File: config.mk
export PLATFORM = sky130hd
export DESIGN_NAME = ctl_next_pc
export DESIGN_NICKNAME = d
export VERILOG_FILES = /design/src/rtl/ctl_next_pc.sv
export SDC_FILE = /design/constraint.sdc
export NUM_CORES = 1
export LEC_CHECK = 0
export CORE_MARGIN = 3
export CORE_UTILIZATION = 50
export DETAILED_ROUTE_END_ITERATION = 8
export HOLD_SLACK_MARGIN = 0.15
export PLACE_DENSITY = 0.85
export SLEW_MARGIN = 10
export SYNTH_ARGS = -nofsm -noshare
export SYNTH_HDL_FRONTEND = slang
export SYNTH_SLANG_ARGS = --single-unit
File: constraint.sdc
create_clock -name clk -period 12.55 [get_ports clk]
set_input_delay 2.51 -clock clk [delete_from_list [all_inputs] [get_ports clk]]
set_output_delay 2.51 -clock clk [all_outputs]
set_load 0.01 [all_outputs]
File: src/rtl/ctl_next_pc.sv
module ctl_next_pc #(
  parameter logic [31:0] RESET_VEC = 32'h0000_0000
) (
  input  logic        clk,
  input  logic        rst,
  input  logic        en,
  input  logic [31:0] instr,
  input  logic [31:0] rs1_val,
  input  logic [31:0] rs2_val,
  output logic [31:0] pc_q,
  output logic [31:0] link_val,
  output logic [4:0]  link_rd,
  output logic        link_we,
  output logic        taken,
  output logic        illegal
);

  localparam logic [6:0] OP_JAL  = 7'b1101111;
  localparam logic [6:0] OP_JALR = 7'b1100111;
  localparam logic [6:0] OP_BR   = 7'b1100011;

  logic [6:0]  opc;
  logic [2:0]  f3;
  logic        is_jal, is_jalr, is_br, jalr_ok, br_ok;
  logic        cond, jump, br_take;
  logic [31:0] imm_j, imm_b, imm_i;
  logic [31:0] seq_pc, rel_tgt, jalr_sum, jalr_tgt, next_pc;

  assign opc     = instr[6:0];
  assign f3      = instr[14:12];
  assign is_jal  = opc == OP_JAL;
  assign is_jalr = opc == OP_JALR;
  assign is_br   = opc == OP_BR;
  assign jalr_ok = is_jalr && (f3 == 3'b000);
  assign br_ok   = is_br && (f3[2:1] != 2'b01);

  assign imm_j = {{11{instr[31]}}, instr[31], instr[19:12], instr[20], instr[30:21], 1'b0};
  assign imm_b = {{19{instr[31]}}, instr[31], instr[7], instr[30:25], instr[11:8], 1'b0};
  assign imm_i = {{20{instr[31]}}, instr[31:20]};

  always_comb begin
    case (f3)
      3'b000:  cond = rs1_val == rs2_val;
      3'b001:  cond = rs1_val != rs2_val;
      3'b100:  cond = $signed(rs1_val) <  $signed(rs2_val);
      3'b101:  cond = $signed(rs1_val) >= $signed(rs2_val);
      3'b110:  cond = rs1_val <  rs2_val;
      3'b111:  cond = rs1_val >= rs2_val;
      default: cond = 1'b0;
    endcase
  end

  assign jump     = is_jal || jalr_ok;
  assign br_take  = br_ok && cond;
  assign seq_pc   = pc_q + 32'd4;
  assign rel_tgt  = pc_q + (is_jal ? imm_j : imm_b);
  assign jalr_sum = rs1_val + imm_i;
  assign jalr_tgt = {jalr_sum[31:1], 1'b0};

  always_comb begin
    if (is_jal || br_take) next_pc = rel_tgt;
    else if (jalr_ok)      next_pc = jalr_tgt;
    else                   next_pc = seq_pc;
  end

  always_ff @(posedge clk) begin
    if (rst)     pc_q <= RESET_VEC;
    else if (en) pc_q <= next_pc;
  end

  assign link_val = seq_pc;
  assign link_rd  = instr[11:7];
  assign link_we  = en && jump && (link_rd != 5'd0);
  assign taken    = en && (jump || br_take);
  assign illegal  = en && ((is_jalr && !jalr_ok) || (is_br && !br_ok));

  a_r1_reset_vec: assert property (@(posedge clk) rst |=> pc_q == RESET_VEC);

  a_r8_hold: assert property (@(posedge clk) disable iff (rst)
    !en |=> $stable(pc_q));

  a_r8_quiet: assert property (@(posedge clk) disable iff (rst)
    !en |-> !taken && !link_we && !illegal);

  a_r6_x0_no_link: assert property (@(posedge clk) disable iff (rst)
    link_we |-> link_rd != 5'd0);

  a_r5_branch_no_link: assert property (@(posedge clk) disable iff (rst)
    is_br |-> !link_we);

  a_r7_illegal_seq: assert property (@(posedge clk) disable iff (rst)
    illegal |=> pc_q == $past(pc_q) + 32'd4);

  a_r7_illegal_not_taken: assert property (@(posedge clk) disable iff (rst)
    illegal |-> !taken && !link_we);

  a_r3_jalr_even: assert property (@(posedge clk) disable iff (rst)
    (en && jalr_ok) |=> !pc_q[0]);

  a_r9_plain_seq: assert property (@(posedge clk) disable iff (rst)
    (en && !taken) |=> pc_q == $past(pc_q) + 32'd4);

endmodule

### After elaboration in Yosys (flattened, before gate mapping)

Cells that the tools add are included.

* logic and storage cells: 40
* bits in registers: 32
* input port bits: 99
* output and inout port bits: 72

* muxes and demuxes: 4
* reduce and logical (&&, ||, !) cells: 17
* magnitude comparators: 4
* equal/unequal tests: 11
* add/subtract/negate cells: 3

Operators by type and width (count)
* adder 32 bit: 2
* greater-or-equal comparator 32 bit: 2
* less-than comparator 32 bit: 2
* two-way mux 32 bit: 2
* adder 32 x 3 -> 32 bit (second input constant): 1
* equality test 32 bit: 1
* != test 32 bit: 1
* equality test 7 bit (second input constant): 3
* two-way mux 20 bit: 1
* equality test 3 bit (second input constant): 4
* logical AND 1 bit: 9
* case mux 1 bit (6 select lines): 1
* nonzero test 5 bit: 1
* logical OR 1 bit: 4
* equality test 3 x 1 -> 1 bit (second input constant): 1
* logical NOT 3 bit: 1
* logical NOT 1 bit: 2
* != test 2 x 1 -> 1 bit (second input constant): 1

### Depth between registers and ports, before layout

* word-level depth: 6
* gate-level depth with buffers: 17
* depth with buffers taken out: 15

### Worst setup path before layout

Ideal clock, no wire load.

* kind: input -> output
* start point: input rs2_val[15]
* end point: output taken
* slack: 5.446 ns
* arrival time: 4.594 ns
* stages on the path: 12
* path buffers: 2
* data required time: 10.040 ns
* cell sequence: inv_1 ha_1 nand4_1 a2111o_1 a31oi_2 nor2_2 a41o_1 o31ai_2 buf_6 buf_4 nor2_1 nor2_1

* cells in the longest elaborated chain, start to end: 5
* elaborated cells on any way between the ends: 10
* classes of those cells: 4 x order compare; 2 x eq/ne; 1 x mux; 3 x reduce/logical

RTL lines
* start, declared: RTL line 9 `input logic [31:0] rs2_val,`
* greater-or-equal comparator 32 bit (tied with other cells): RTL line 48 `3'b111: cond = rs1_val >= rs2_val;`
* case mux 1 bit (6 select lines) (*): RTL line 42 `case (f3)`
* logical AND 1 bit (*): RTL line 54 `assign br_take = br_ok && cond;`
* logical OR 1 bit (*): RTL line 74 `assign taken = en && (jump || br_take);`
* logical AND 1 bit (*): RTL line 74
* end, declared: RTL line 14 `output logic taken,`

Every way passes the cells marked *; elsewhere a longest branch is shown, timed or not.

### Final worst setup path

* start point: input rs2_val[11]
* end point: output taken

The elaborated chain is that of the path after synthesis.

==> flow_summary_export.csv <==
group,metric,value,unit
status,status,"finished clean",
setup_path,required,10.04,ns
grt,grtUsageTotal,0.282,
clocking,ctsHoldBuffers,0,
routing,routed_wl,21400,um
setup_path,crit_type,"input pin to output pin",
setup_path,crit_arrival,6.04,ns
grt,grt_pass1_wl,34500,um
clocking,cts_root_buf,"clkbuf_16",
setup_path,path_cells,"clkdlybuf4s50_1, inv_1, ha_1, a21oi_1, o21ai_0, a211oi_2, a31oi_2, o41ai_1, a41oi_2, o31ai_4, buf_4, nor2_1, nor2_1, clkdlybuf4s50_1",
job,cap_violations,0,
clocking,cts_resized,0,
logic_synthesis,synth_area,6740,um^2
clocking,clk_pin_slew,0.06,ns
finish,area_growth_syn_to_layout,27.5,%
logic_synthesis,ys_async_sr_fraction,0,
floorplan,die-area,14900,um^2
finish,antenna_cells,0,
finish,largest_reg_flops,31,
setup_path,slowest_delay,0.55,ns
floorplan,ios,171,
placed_design,dp.cells,1236,
setup_path,reg2reg_from,"pc_q[1]",
placed_design,io_buffer_count,168,
logic_synthesis,ys_ff_latch,31,
finish,reg_top3,"pc_q: 31 flops",
grt,grt_antenna_before_repair,0,
clocking,ctsLongestPathBuffers,2,
setup_path,path_max_fanout,56,
power,power.density,60.8,nW/um^2
routing,drc,0,
worst_hold_path,hp-start,"pc_q[7]",
grt,gr-total-overflow,0,
grt,grt_pass1_vias,6910,
clocking,postCtsSetupBuffers,0,
logic_synthesis,yosysUniqueCellTypes,84,
floorplan,die_y,122,um
grt,grt_max_degree,57,
placed_design,dp_slack,4.00,ns
routing,via_count,7590,
finish,stdcell_count,1243,
sta,timing.fmax,0.117,GHz
setup_path,cp_slowest_cell,"clkdlybuf4s50_1",
sta,slew_headroom,0.391,
clocking,cts_tree,"done",
power,peakVddDrop,55.4,uV
placed_design,place_hpwl,17100,um
clocking,cts_sinks,31,
finish,nNetsFinal,1265,
routing,drt_first_iter_violations,689,
logic_synthesis,synthTopCellsByArea,"ha_1 (17%), dfxtp_1 (9.2%), xnor2_1 (5.7%)",
sta,fin_skew,0.00487,ns
setup_path,critPathCaptureType,"output pin",
sta,hold_viol_final,0,
logic_synthesis,avgSynthCellArea,7.19,um^2
sta,period_needed,8.55,ns
worst_hold_path,hold_path_depth,2,
power,p_leak,3.60,nW
setup_path,r2r_slack,9.05,ns
logic_synthesis,ys_seq_area_frac,0.0921,
clocking,h-tree-depth,2,
sta,tightest_slew,0.911,ns
floorplan,die_w,122,um
sta,finalWorstSetupSlack,4.00,ns
finish,drive_gt1_frac,0.0401,
sta,setup_viol,0,
finish,regMostFlops,"pc_q",
routing,wl_per_cell,17.3,um
clocking,insertion_delay,0.28,ns
worst_hold_path,holdCritPathClass,"flop to flop",
setup_path,crit_cells,14,
clocking,cts_buffers,5,
routing,viasPerCell,6.11,
logic_synthesis,syn_inst,937,
setup_path,crit_family,"buffers and inverters",
logic_synthesis,ys_warn_count,0,
placed_design,routabilityCongestion,0.991,
sta,setup_tns,0,ns
setup_path,rr_worst_depth,11,
sta,slew_viol_final,0,
floorplan,floorplan.initialDensity,0.523,
logic_synthesis,yosysTopAreaCell,"ha_1",
routing,drt-pass1-iter-count,6,
logic_synthesis,ys.flop_type,"dfxtp_1",
sta,period_share,0.681,
sta,rsz0062_at_grt,"no",
floorplan,core_area,12900,um^2
setup_path,crit_buf_inv,4,
setup_path,start_kind,"input pin",
worst_hold_path,hold_end,"pc_q[7]",
logic_synthesis,synth_edf_count,0,
logic_synthesis,synth_top_area_frac,0.173,
setup_path,rr_endpoint,"pc_q[31]",
floorplan,rows,41,
routing,drtAntennaViolNets,0,
## report_power, final
group | leakage, nW | internal (mW) | switching, mW
registers | 0.254 | 0.103 | 0.00972
clock network | 0.0727 | 0.0775 | 0.0473
logic | 3.27 | 0.134 | 0.151
## how the worst max path moves through the flow
stage | from | end | slack, ns
2_1_floorplan | rs2_val[15] | taken | 5.45
3_3_place_gp | rs2_val[11] | taken | 4.09
3_5_place_dp | rs2_val[11] | taken | 4.00
4_1_cts | rs2_val[11] | taken | 4.00
5_1_grt | rs2_val[11] | taken | 3.71
6_report | rs2_val[11] | taken | 4.00
## layout make-up
class                      instances  area [um^2]
inverter                          57          214
multi-input combinational        802         5670
timing repair buffer             174         1730
fill                            1126         4280
clock inverter                     1         5.00
sequential                        31          621
tap                              172          215
clock buffer                       6          139
## Yosys cell counts, types with 5 or more instances
| master | number |
|---|---|
| ha_1 | 93 |
| nand2_1 | 89 |
| nor2_1 | 81 |
| a21oi_1 | 74 |
| inv_1 | 56 |
| xnor2_1 | 44 |
| o21ai_0 | 42 |
| nand3_1 | 35 |
| dfxtp_1 | 31 |
| clkbuf_1 | 29 |
| xor2_1 | 27 |
| a21o_1 | 24 |
| nand4_1 | 23 |
| a211o_1 | 17 |
| nor3_1 | 17 |
| a311oi_1 | 14 |
| nor2b_1 | 14 |
| a211oi_1 | 13 |
| mux2i_1 | 13 |
| o21bai_1 | 12 |
| and3_1 | 11 |
| buf_4 | 11 |
| o211ai_1 | 11 |
| nand2b_1 | 10 |
| and4_1 | 9 |
| a31oi_1 | 8 |
| o21ai_1 | 8 |
| mux2_2 | 7 |
| and2_1 | 6 |
| or2_2 | 6 |
| or3_1 | 6 |
| nor3b_1 | 5 |
| o21a_1 | 5 |
## tightest hold or removal path, cell delays in order, from the launching register on
cell,delay [ns]
dfxtp_1,0.35
nor2_1,0.10
a311oi_1,0.05
## through the flow
step / hold WS [ns] / cell area, um^2 / utilization / power, mW
2_1_floorplan: 0.540 / 6740 / - / 0.291
3_3_place_gp: 0.532 / 8450 / 0.656 / 0.390
3_5_place_dp: 0.537 / 8450 / 0.656 / 0.394
4_1_cts: 0.546 / 8590 / 0.667 / 0.518
5_1_grt: 0.585 / 8590 / 0.667 / 0.554
6_report: 0.546 / 8590 / 0.667 / 0.523
## metal layers
| layer | wire [um] | global-route usage | vias up |
|---|---|---|---|
| met5 | 0 | 0 | - |
| met4 | 164 | 0.0448 | 0 |
| met3 | 2000 | 0.0283 | 14 |
| met2 | 9810 | 0.461 | 337 |
| met1 | 9470 | 0.407 | 3515 |
| li1 | - | - | 3724 |
## cell usage in the layout (no fill, tap or decap), types with 6 or more instances in the layout
cell and instances:
a21oi_1 74, nand2b_1 10, a211o_1 17, nor2_1 81, inv_1 56, clkdlybuf4s50_1 168
a21o_1 24, xor2_1 27, o21bai_1 12, o211ai_1 11, mux2i_1 13, nor2b_1 14
mux2_2 7, dfxtp_1 31, ha_1 93, nor3_1 17, o21ai_0 42, and2_1 6
and3_1 11, a211oi_1 13, o21ai_1 8, nand2_1 89, or3_1 6, a311oi_1 14
xnor2_1 44, a31oi_1 8, nand4_1 23, or2_2 6, and4_1 9, buf_4 6
nand3_1 35
## cells by family after synthesis
| logic type | Yosys count | share of synthesized area |
|---|---|---|
| simple gates | 333 | 0.249 |
| compound gates | 277 | 0.282 |
| buf+inv | 105 | 0.0678 |
| fa+ha+maj | 95 | 0.179 |
| xor+xnor | 71 | 0.0923 |
| flops | 31 | 0.0921 |
| mux | 24 | 0.0377 |
| other cells | 1 | 0.000557 |
Power figures use the tool's default switching activity.
